### src/rtl/vic_pkg.sv
package vic_pkg;
  typedef enum logic [1:0] {
    SENSE_RISE = 2'd0,
    SENSE_FALL = 2'd1,
    SENSE_HIGH = 2'd2,
    SENSE_LOW  = 2'd3
  } sense_e;

  localparam int unsigned BUS_DW = 32;
  localparam int unsigned BUS_AW = 5;

  // word index = byte offset / 4
  localparam logic [2:0] REG_STATUS = 3'd0;
  localparam logic [2:0] REG_PEND   = 3'd1;
  localparam logic [2:0] REG_ENABLE = 3'd2;
  localparam logic [2:0] REG_ACK    = 3'd3;
  localparam logic [2:0] REG_SET_EN = 3'd4;
  localparam logic [2:0] REG_CLR_EN = 3'd5;
  localparam logic [2:0] REG_VECTOR = 3'd6;
  localparam logic [2:0] REG_MASTER = 3'd7;
endpackage

### src/rtl/vic_detect.sv
module vic_detect #(
  parameter int unsigned           N_LINES   = 32,
  parameter logic [2*N_LINES-1:0]  SENSE_CFG = {(N_LINES/4){8'hE4}}
) (
  input  logic               clk_i,
  input  logic               rst_ni,
  input  logic [N_LINES-1:0] irq_i,
  output logic [N_LINES-1:0] req_o
);
  import vic_pkg::*;

  logic [N_LINES-1:0] sync0_q, sync1_q, prev_q;

  always_ff @(posedge clk_i or negedge rst_ni) begin
    if (!rst_ni) begin
      sync0_q <= '0;
      sync1_q <= '0;
      prev_q  <= '0;
    end else begin
      sync0_q <= irq_i;
      sync1_q <= sync0_q;
      prev_q  <= sync1_q;
    end
  end

  for (genvar k = 0; k < N_LINES; k++) begin : g_line
    localparam sense_e SENSE = sense_e'(SENSE_CFG[2*k +: 2]);
    if (SENSE == SENSE_RISE) begin : g_rise
      assign req_o[k] = sync1_q[k] & ~prev_q[k];
    end else if (SENSE == SENSE_FALL) begin : g_fall
      assign req_o[k] = ~sync1_q[k] & prev_q[k];
    end else if (SENSE == SENSE_HIGH) begin : g_high
      assign req_o[k] = sync1_q[k];
    end else begin : g_low
      assign req_o[k] = ~sync1_q[k];
    end
  end
endmodule

### src/rtl/vic_regs.sv
module vic_regs #(
  parameter int unsigned N_LINES = 32
) (
  input  logic                       clk_i,
  input  logic                       rst_ni,
  input  logic                       wr_en_i,
  input  logic [2:0]                 wr_idx_i,
  input  logic [vic_pkg::BUS_DW-1:0] wdata_i,
  input  logic [N_LINES-1:0]         req_i,
  output logic [N_LINES-1:0]         status_o,
  output logic [N_LINES-1:0]         enable_o,
  output logic [1:0]                 master_o
);
  import vic_pkg::*;

  logic [N_LINES-1:0] status_q, enable_q, ack_mask, wbits, latch_req;
  logic [1:0]         master_q;

  assign wbits     = wdata_i[N_LINES-1:0];
  assign ack_mask  = (wr_en_i && wr_idx_i == REG_ACK) ? wbits : '0;
  assign latch_req = master_q[1] ? req_i : '0;

  always_ff @(posedge clk_i or negedge rst_ni) begin
    if (!rst_ni) begin
      status_q <= '0;
    end else begin
      // acknowledge wins over a same-cycle request
      status_q <= (status_q | latch_req) & ~ack_mask;
    end
  end

  always_ff @(posedge clk_i or negedge rst_ni) begin
    if (!rst_ni) begin
      enable_q <= '0;
      master_q <= '0;
    end else if (wr_en_i) begin
      case (wr_idx_i)
        REG_ENABLE: enable_q <= wbits;
        REG_SET_EN: enable_q <= enable_q | wbits;
        REG_CLR_EN: enable_q <= enable_q & ~wbits;
        REG_MASTER: master_q <= wdata_i[1:0];
        default: ;
      endcase
    end
  end

  assign status_o = status_q;
  assign enable_o = enable_q;
  assign master_o = master_q;


  set_en_chk: assert property (@(posedge clk_i) disable iff (!rst_ni)
    (wr_en_i && wr_idx_i == REG_SET_EN) |=>
      ((enable_q & $past(wbits)) == $past(wbits)));


  clr_en_chk: assert property (@(posedge clk_i) disable iff (!rst_ni)
    (wr_en_i && wr_idx_i == REG_CLR_EN) |=> ((enable_q & $past(wbits)) == '0));


  ack_clear_chk: assert property (@(posedge clk_i) disable iff (!rst_ni)
    (wr_en_i && wr_idx_i == REG_ACK) |=> ((status_q & $past(wbits)) == '0));


  latch_gate_chk: assert property (@(posedge clk_i) disable iff (!rst_ni)
    !master_q[1] |=> ((status_q & ~$past(status_q)) == '0));
endmodule

### src/rtl/vic_prio.sv
module vic_prio #(
  parameter int unsigned N_LINES = 32,
  localparam int unsigned IDX_W  = (N_LINES > 1) ? $clog2(N_LINES) : 1
) (
  input  logic [N_LINES-1:0] pending_i,
  output logic               found_o,
  output logic [IDX_W-1:0]   idx_o
);
  always_comb begin
    found_o = 1'b0;
    idx_o   = '0;
    // scan downward so the lowest set bit is assigned last
    for (int k = N_LINES - 1; k >= 0; k--) begin
      if (pending_i[k]) begin
        found_o = 1'b1;
        idx_o   = IDX_W'(k);
      end
    end
  end
endmodule

### src/rtl/vec_irq_ctrl.sv
module vec_irq_ctrl #(
  parameter int unsigned          N_LINES   = 32,
  parameter logic [2*N_LINES-1:0] SENSE_CFG = {(N_LINES/4){8'hE4}}
) (
  input  logic                       clk_i,
  input  logic                       rst_ni,
  input  logic [N_LINES-1:0]         irq_i,
  input  logic                       bus_req_i,
  input  logic                       bus_we_i,
  input  logic [vic_pkg::BUS_AW-1:0] bus_addr_i,
  input  logic [vic_pkg::BUS_DW-1:0] bus_wdata_i,
  output logic [vic_pkg::BUS_DW-1:0] bus_rdata_o,
  output logic                       irq_o
);
  import vic_pkg::*;

  localparam int unsigned IDX_W = (N_LINES > 1) ? $clog2(N_LINES) : 1;

  logic [N_LINES-1:0] req, status, enable, pending;
  logic [1:0]         master;
  logic [2:0]         reg_idx;
  logic               wr_en, found;
  logic [IDX_W-1:0]   idx;
  logic [BUS_DW-1:0]  vector;
  logic               unused_addr_lsb;

  assign reg_idx         = bus_addr_i[4:2];
  assign unused_addr_lsb = ^bus_addr_i[1:0];
  assign wr_en           = bus_req_i & bus_we_i;

  vic_detect #(.N_LINES(N_LINES), .SENSE_CFG(SENSE_CFG)) u_detect (
    .clk_i  (clk_i),
    .rst_ni (rst_ni),
    .irq_i  (irq_i),
    .req_o  (req)
  );

  vic_regs #(.N_LINES(N_LINES)) u_regs (
    .clk_i    (clk_i),
    .rst_ni   (rst_ni),
    .wr_en_i  (wr_en),
    .wr_idx_i (reg_idx),
    .wdata_i  (bus_wdata_i),
    .req_i    (req),
    .status_o (status),
    .enable_o (enable),
    .master_o (master)
  );

  assign pending = status & enable;

  vic_prio #(.N_LINES(N_LINES)) u_prio (
    .pending_i (pending),
    .found_o   (found),
    .idx_o     (idx)
  );

  assign vector = found ? BUS_DW'(idx) : '1;
  assign irq_o  = master[0] & found;

  always_comb begin
    case (reg_idx)
      REG_STATUS: bus_rdata_o = BUS_DW'(status);
      REG_PEND:   bus_rdata_o = BUS_DW'(pending);
      REG_ENABLE: bus_rdata_o = BUS_DW'(enable);
      REG_VECTOR: bus_rdata_o = vector;
      REG_MASTER: bus_rdata_o = BUS_DW'(master);
      default:    bus_rdata_o = '0;
    endcase
  end


  vec_none_chk: assert property (@(posedge clk_i) disable iff (!rst_ni)
    (pending == '0) |-> (vector == '1));


  vec_lowest_chk: assert property (@(posedge clk_i) disable iff (!rst_ni)
    (pending != '0) |-> (pending[idx] &&
      ((pending & ((N_LINES'(1) << idx) - N_LINES'(1))) == '0)));


  irq_gate_chk: assert property (@(posedge clk_i) disable iff (!rst_ni)
    irq_o |-> (master[0] && (status & enable) != '0));
endmodule

### config.mk
export PLATFORM = sky130hd
export DESIGN_NAME = vec_irq_ctrl
export DESIGN_NICKNAME = d
export VERILOG_FILES = /design/src/rtl/vic_pkg.sv /design/src/rtl/vic_detect.sv /design/src/rtl/vic_regs.sv /design/src/rtl/vic_prio.sv /design/src/rtl/vec_irq_ctrl.sv
export SDC_FILE = /design/constraint.sdc
export NUM_CORES = 1
export LEC_CHECK = 0
export BUFFER_PORTS_ARGS = -buffer_cell sky130_fd_sc_hd__buf_2
export CAP_MARGIN = 20
export CORE_MARGIN = 1
export CORE_UTILIZATION = 56
export CTS_BUF_LIST = sky130_fd_sc_hd__clkbuf_16
export DETAILED_ROUTE_END_ITERATION = 10
export PLACE_DENSITY = 0.91
export SETUP_SLACK_MARGIN = 0.2
export SLEW_MARGIN = 40
export SYNTH_ARGS = -nofsm -noshare
export SYNTH_HDL_FRONTEND = slang
export SYNTH_SLANG_ARGS = --single-unit
### constraint.sdc
create_clock -name clk_i -period 3.1 [get_ports clk_i]
set_input_delay 0.62 -clock clk_i [delete_from_list [all_inputs] [get_ports clk_i]]
set_output_delay 0.62 -clock clk_i [all_outputs]
set_load 0.01 [all_outputs]
==> out/metrics.csv, run 1 <==
stage,metric,value,unit
run_status,status,"finished, violations left",
run_status,violations,negative setup slack,
timing,hold_viol_final,0,
timing,fmax,302,MHz
clock_network,cts_root_buffer,clkbuf_16,
power_and_ir_drop,power_density,735,nW/µm²
clock_network,clock-sinks,146,
finish,diodes,0,
timing,fin_tns_setup,-5170,ps
synthesis,synth-seq-cells,146,
worst_setup_path,required,2480,ps
timing,relSlewSlack,53.3,%
placed_design,gp_congestion,0.914,
power_and_ir_drop,total_leakage_power,3.45,nW
grt,grt_pass1_wl,28.0,mm
grt,grt_pass1_vias,5679,
clock_network,cts_tree,done,
synthesis,synth.avg_cell_area,10.4,µm²
route,via_per_inst,6.68,
timing,fin_crit,3310,ps
floorplan,die-area,11500,µm²
placed_design,dp_slack,191,ps
grt,grt_usage,32.4,%
clock_network,clock_path_buffers,2,
synthesis,ys_types,49,
job,maxCapViolCount,0,
finish,drive_above_1_share,27.5,%
synthesis,synth_ff_type,dfrtp_1,
grt,antenna_found_initial,0,
synthesis,netlist_instances,599,
floorplan,start_util,57.4,%
timing,worst_slack,-214,ps
route,drt_iter0_markers,1020,
synthesis,ys_warn_count,0,
finish,area_growth_syn_to_layout,24.0,%
timing,rsz0062_at_grt,yes,
route,num_vias,5748,
grt,grt-ovfl-total,0,
clock_network,clk_pin_slew,60,ps
route,drc,0,
clock_network,htree_levels,4,
floorplan,chipHeight,107,µm
worst_setup_path,start_kind,register,
worst_setup_path,crit_type,register to output port,
route,dr.pass1.iters,8,
power_and_ir_drop,report.power.total,0.00567,W
worst_setup_path,worstPathMaxFanout,15,
clock_network,cts_buffers,17,
finish,final_cell_area,7720,µm²
placed_design,dpl.hpwl,10.5,mm
floorplan,core_area,10800,µm²
timing,min_period_over_period,107,%
finish,nNetsFinal,782,
timing,setup-violations-final,30,
synthesis,synth_edf_count,0,
timing,worst_pin_slew,701,ps
route,drt-total-wl,17.8,mm
synthesis,synthesis.nets,672,
synthesis,synth_async_sr_flop_share,100,%
timing,finClkSkew,8.04,ps
route,wl_per_cell,20.7,µm
worst_hold_path,hold_class,primary input to async pin,
finish,multi_input_area,2390,µm²
synthesis,syn_area,6230,µm²
clock_network,insertion_delay,430,ps
finish,register_area,3650,µm²
timing,final-max-slew-violation-count,0,
floorplan,fp.dieW,107,µm
floorplan,pin_count,106,
worst_setup_path,endpoint_kind,output port,
synthesis,synth-seq-area-share,58.7,%
placed_design,place_area,6910,µm²
floorplan,rows,38,
placed_design,numPortBuffers,103,
worst_setup_path,cp_data_arrival_time,2690,ps
power_and_ir_drop,ir_worst_vdd,0.000479,V
grt,grt_max_degree,77,
route,ant_nets,0,
finish,fillers,707,
==> layout by cell type (no fill, tap or decap), drive strengths merged, types with 2 or more instances in the layout <==
master / count
a21oi: 119
o221ai: 2
a32o: 3
bufinv: 5
nor3: 3
a32oi: 30
o21ai: 63
nand3: 6
clkbuf: 17
buf: 129
o2111ai: 3
a211oi: 2
nand2b: 28
a31oi: 18
a22oi: 13
mux2i: 3
clkinv: 7
nand2: 62
a21bo: 2
nor2: 4
and3: 3
mux2: 2
nor2b: 4
a22o: 3
dfrtp: 146
inv: 28
==> metal layers <==
metal / GRT usage [%] / vias to the layer above / part of all wire [%]
li1: - / 2415 / -
met1: 40.4 / 2730 / 36
met2: 49.5 / 503 / 47
met3: 9.38 / 100 / 12
met4: 20.6 / 0 / 4.9
met5: 0 / - / 0
==> power by group <==
part | switching (W) | internal [W] | leakage, nW
Combinational | 0.000628 | 0.000458 | 1.50
Clock | 0.000771 | 0.00140 | 0.304
Sequential | 0.000273 | 0.00214 | 1.65
==> layout make-up <==
cell class                 count  area share [%]
clock inverter                14            2.53
sequential                   146            47.3
tap                          140            2.27
clock buffer                  17            5.51
multi-input combinational    388            30.9
timing repair buffer         129            10.1
inverter                      27            1.31
==> cell families after synthesis <==
family / count (synthesis) / synth area share (%)
mux: 5 / 0.844
buf+inv: 65 / 4.40
simple gates: 115 / 9.18
flops: 146 / 58.7
compound gates: 268 / 26.9
==> worst max-delay path: stages (launching register included) <==
cell	delay, ps
dfrtp_1	420
a22oi_1	290
nand4_1	180
or3_4	380
nor4b_4	330
nand3_2	200
buf_12	220
o211ai_2	90
buf_2	160
==> path summary, 6_finish.rpt <==
kind | cells after the start | startpoint | slack [ps] | end
max | 8 | u_regs.enable_o[0]$_DFFE_PN0P_ | -210 | bus_rdata_o[0]
min | 1 | rst_ni | 190 | u_detect.sync0_q[27]$_DFF_PN0_
max reg2reg | 3 | u_regs.master_o[1]$_DFFE_PN0P_ | 1940 | u_regs.status_o[13]$_DFF_PN0_
min reg2reg | 0 | u_detect.sync0_q[17]$_DFF_PN0_ | 340 | u_detect.sync1_q[17]$_DFF_PN0_
max in group asynchronous | 2 | rst_ni | 2150 | u_detect.prev_q[0]$_DFF_PN0_
min in group clk_i | 1 | irq_i[24] | 290 | u_detect.sync0_q[24]$_DFF_PN0_
==> metrics by stage <==
stage                     utilization (%)  cells  hold slack (ps)
after floorplan                         -    599              324
after global placement               63.7    819              331
after detailed placement             63.7    819              335
after CTS                            70.3    858              240
after global routing                 71.2    861              261
final                                71.2    861              193
==> cell usage after synthesis, drive strengths merged, types with 2 or more instances <==
cell     number  share of area, %
nor2b         4              0.40
a22oi        13               1.9
o21ai        63               5.5
o2111ai       3              0.52
nand2        62               3.7
nor2          4              0.24
a32oi        30               4.2
nand2b       28               2.8
a21oi       119               9.6
clkbuf       27               1.6
o221ai        2              0.38
buf          11               1.1
inv          27               1.6
a22o          3              0.42
dfrtp       146                59
mux2i         3              0.48
a31oi        18               1.8
mux2          2              0.36
nor3          3              0.24
a32o          3              0.48
a211oi        2              0.24
a21bo         2              0.32
and3          3              0.30
nand3         6              0.56
==> state kept, by name, indices dropped and copies added (netlist names) <==
signal / flops
u_regs.master_o: 2
u_detect.sync1_q: 32
u_regs.status_o: 32
u_regs.enable_o: 32
u_detect.sync0_q: 32
u_detect.prev_q: 16
==> repair_timing <==
item                                    CTS  global route
resized for setup                         9            18
endpoints found under the setup margin   31            32
hold buffers                              0             0
setup buffers                             8             3
pin swaps                                 6             4
No activity file was read; power rests on OpenSTA's default activity.
==> inputs of run 2 (changes only) <==
--- a/config.mk
+++ b/config.mk
@@ -8,10 +8,10 @@
 export BUFFER_PORTS_ARGS = -buffer_cell sky130_fd_sc_hd__buf_2
 export CAP_MARGIN = 20
 export CORE_MARGIN = 1
-export CORE_UTILIZATION = 56
+export CORE_UTILIZATION = 60
 export CTS_BUF_LIST = sky130_fd_sc_hd__clkbuf_16
 export DETAILED_ROUTE_END_ITERATION = 10
-export PLACE_DENSITY = 0.91
+export PLACE_DENSITY = 0.95
 export SETUP_SLACK_MARGIN = 0.2
 export SLEW_MARGIN = 40
 export SYNTH_ARGS = -nofsm -noshare
==> constraint.sdc (replaced) <==
create_clock -name clk_i -period 4.2 [get_ports clk_i]
set_input_delay 0.84 -clock clk_i [delete_from_list [all_inputs] [get_ports clk_i]]
set_output_delay 0.84 -clock clk_i [all_outputs]
set_load 0.01 [all_outputs]
==> run 2 against run 1 <==
- critical path type unchanged
- worst setup slack improved by 680 ps
- utilization rose by 4.3 points
- first-iteration DRC count fell by 36%
- critical endpoint is now bus_rdata_o[14]
- largest cell class unchanged
- the run now ends clean
==> out/metrics.csv, run 2 (synthesis gave the netlist of run 1 again) <==
stage,metric,value,unit,change
run_status,status,completed,,
clock_network,cts_root_buffer,clkbuf_16,,
worst_setup_path,r2r_setup_slack,3050,ps,+1110 ps
power_and_ir_drop,comb_power_share,18.1,%,-1.0 points
finish,final_common_cell,dfrtp_1,,
grt,grt_max_degree,114,,+48%
grt,grt_usage,32.2,%,-0.14 points
finish,final_cell_area,7480,µm²,-3.1%
clock_network,clk_pin_slew,60,ps,about the same
power_and_ir_drop,ir_worst_vdd,0.000360,V,-25%
route,drt_iter0_markers,657,,-36%
grt,grt_pass1_wl,26.9,mm,-3.7%
clock_network,clock-sinks,146,,unchanged
timing,fin_crit,3730,ps,
route,wl_per_cell,19.5,µm,-5.9%
timing,finClkSkew,6.42,ps,-1.62 ps
timing,relSlewSlack,54.0,%,+0.68 points
power_and_ir_drop,power_density,536,nW/µm²,-27%
timing,final-max-slew-violation-count,0,,unchanged
timing,whs,313,ps,+120 ps
floorplan,die-area,10800,µm²,-6.5%
finish,fillers,634,,-10%
finish,layout_common_cells,"dfrtp_1 (146), a21oi_1 (119), buf_2 (102)",,
floorplan,rows,36,,-5.3%
finish,multi_input_area,2320,µm²,-2.7%
route,drc,0,,unchanged
placed_design,place_area,6870,µm²,-0.65%
placed_design,dp_slack,684,ps,+493 ps
finish,area_growth_syn_to_layout,20.1,%,
worst_setup_path,cp_data_arrival_time,2890,ps,+200 ps
timing,min_period_over_period,88.9,%,
job,maxCapViolCount,0,,unchanged
clock_network,insertion_delay,430,ps,about the same
worst_setup_path,required,3360,ps,+880 ps
power_and_ir_drop,p_int,0.00281,W,-30%
grt,grt-ovfl-total,0,,unchanged
clock_network,cts_buffers,17,,unchanged
timing,fin_tns_setup,0,ps,+5170 ps
clock_network,cts_resized,0,,-9
clock_network,post_cts_buffers,0,,-8
route,drt-total-wl,16.4,mm,-8.1%
clock_network,clock_path_buffers,2,,unchanged
placed_design,dpl.hpwl,10.1,mm,-4.2%
power_and_ir_drop,pwr-share-clk,37.7,%,-0.6 points
worst_setup_path,worstPathMaxFanout,25,,+10
clock_network,htree_levels,4,,unchanged
power_and_ir_drop,switching_share,29.9,%,+0.43 points
floorplan,chipHeight,104,µm,-3.3%
route,via_per_inst,6.45,,-3.3%
route,dr.pass1.iters,6,,-2
timing,setup-violations-final,0,,-100%
floorplan,core_area,9910,µm²,-8.6%
timing,worst_pin_slew,689,ps,-11.8 ps
clock_network,holdBufCountCts,0,,unchanged
worst_setup_path,start_kind,register,,
power_and_ir_drop,p_seq_share,44.3,%,+1.8 points
timing,rsz0062_at_grt,no,,
grt,antenna_found_initial,0,,unchanged
finish,register_area,3650,µm²,about the same
worst_hold_path,hold_class,primary input to async pin,,
finish,diodes,0,,unchanged
route,num_vias,5427,,-5.6%
timing,fmax,268,MHz,
finish,nNetsFinal,770,,-1.5%
power_and_ir_drop,total_leakage_power,3.34,nW,-3.3%
floorplan,start_util,62.8,%,+5.4 points
timing,worst_slack,465,ps,+679 ps
placed_design,gp_congestion,0.887,,-3.0%
route,ant_nets,0,,unchanged
floorplan,fp.dieW,104,µm,-3.3%
worst_setup_path,endpoint_kind,output port,,
grt,grt_pass1_vias,5477,,-3.6%
power_and_ir_drop,switchingPower,0.00120,W,-28%
floorplan,pin_count,106,,unchanged
finish,drive_above_1_share,24.3,%,-3.2 points
clock_network,cts_tree,done,,
timing,hold_viol_final,0,,unchanged
placed_design,numPortBuffers,103,,unchanged
worst_setup_path,crit_type,register to output port,,
==> run 2: cell types whose count changed in the layout (fill, tap and decap cells not counted), sizes merged <==
cell / previous run / this run
buf: 129 / 117
clkinv: 7 / 4
clkinvlp: 1 / 2
inv: 28 / 31
bufinv: 5 / 3
==> run 2: routing by layer <==
layer / share of wire, % / up-vias / track usage [%] / wire [µm]
li1: - / 2383 / - / -
met1: 37 / 2587 / 40.7 / 6110
met2: 49 / 390 / 51.1 / 8020
met3: 10 / 67 / 8.77 / 1690
met4: 3.5 / 0 / 16.9 / 566
met5: 0 / - / 0 / 0
==> run 2: power groups by stage <==
stage	logic [W]	registers [W]	clock network, W
2_1_floorplan	0.000474	0.00173	0
6_report	0.000725	0.00178	0.00151
3_3_place_gp	0.000659	0.00177	0
5_1_grt	0.000788	0.00179	0.00159
3_5_place_dp	0.000695	0.00178	0
4_1_cts	0.000713	0.00177	0.00153
==> run 2: stage by stage <==
step | util [%] | total power [W] | cells
after floorplan | - | 0.00220 | 599
after global placement | 69.2 | 0.00243 | 810
after detailed placement | 69.3 | 0.00248 | 810
after CTS | 75.2 | 0.00401 | 840
after global routing | 75.5 | 0.00417 | 841
final | 75.5 | 0.00401 | 841
==> run 2: worst max-delay path: stages (launching register included) <==
cell and delay, ps:
dfrtp_1 430, a22oi_2 240, nand3_1 160, or3_4 450
nor4b_4 310, nand3_2 180, buf_4 290, o21ai_1 210
buf_2 190
==> run 2: path summary, 6_finish.rpt <==
kind                                                  from                         endpoint  cells after the start
hold / removal                                      rst_ni    u_detect.sync0_q[8]$_DFF_PN0_                      1
hold reg to reg             u_detect.sync0_q[22]$_DFF_PN0_   u_detect.sync1_q[22]$_DFF_PN0_                      0
setup reg to reg            u_regs.master_o[1]$_DFFE_PN0P_    u_regs.status_o[21]$_DFF_PN0_                      3
min in group clk_i          u_detect.sync0_q[22]$_DFF_PN0_   u_detect.sync1_q[22]$_DFF_PN0_                      0
setup / recovery           u_regs.enable_o[10]$_DFFE_PN0P_                  bus_rdata_o[14]                      8
max in group asynchronous                           rst_ni  u_regs.enable_o[23]$_DFFE_PN0P_                      3
==> run 2: area by class of cell <==
cell class	instances	share of cell area (%)
sequential	146	48.8
multi-input combinational	388	31.0
timing repair buffer	117	8.70
clock buffer	17	5.69
tap	133	2.22
clock inverter	13	2.17
inverter	27	1.35
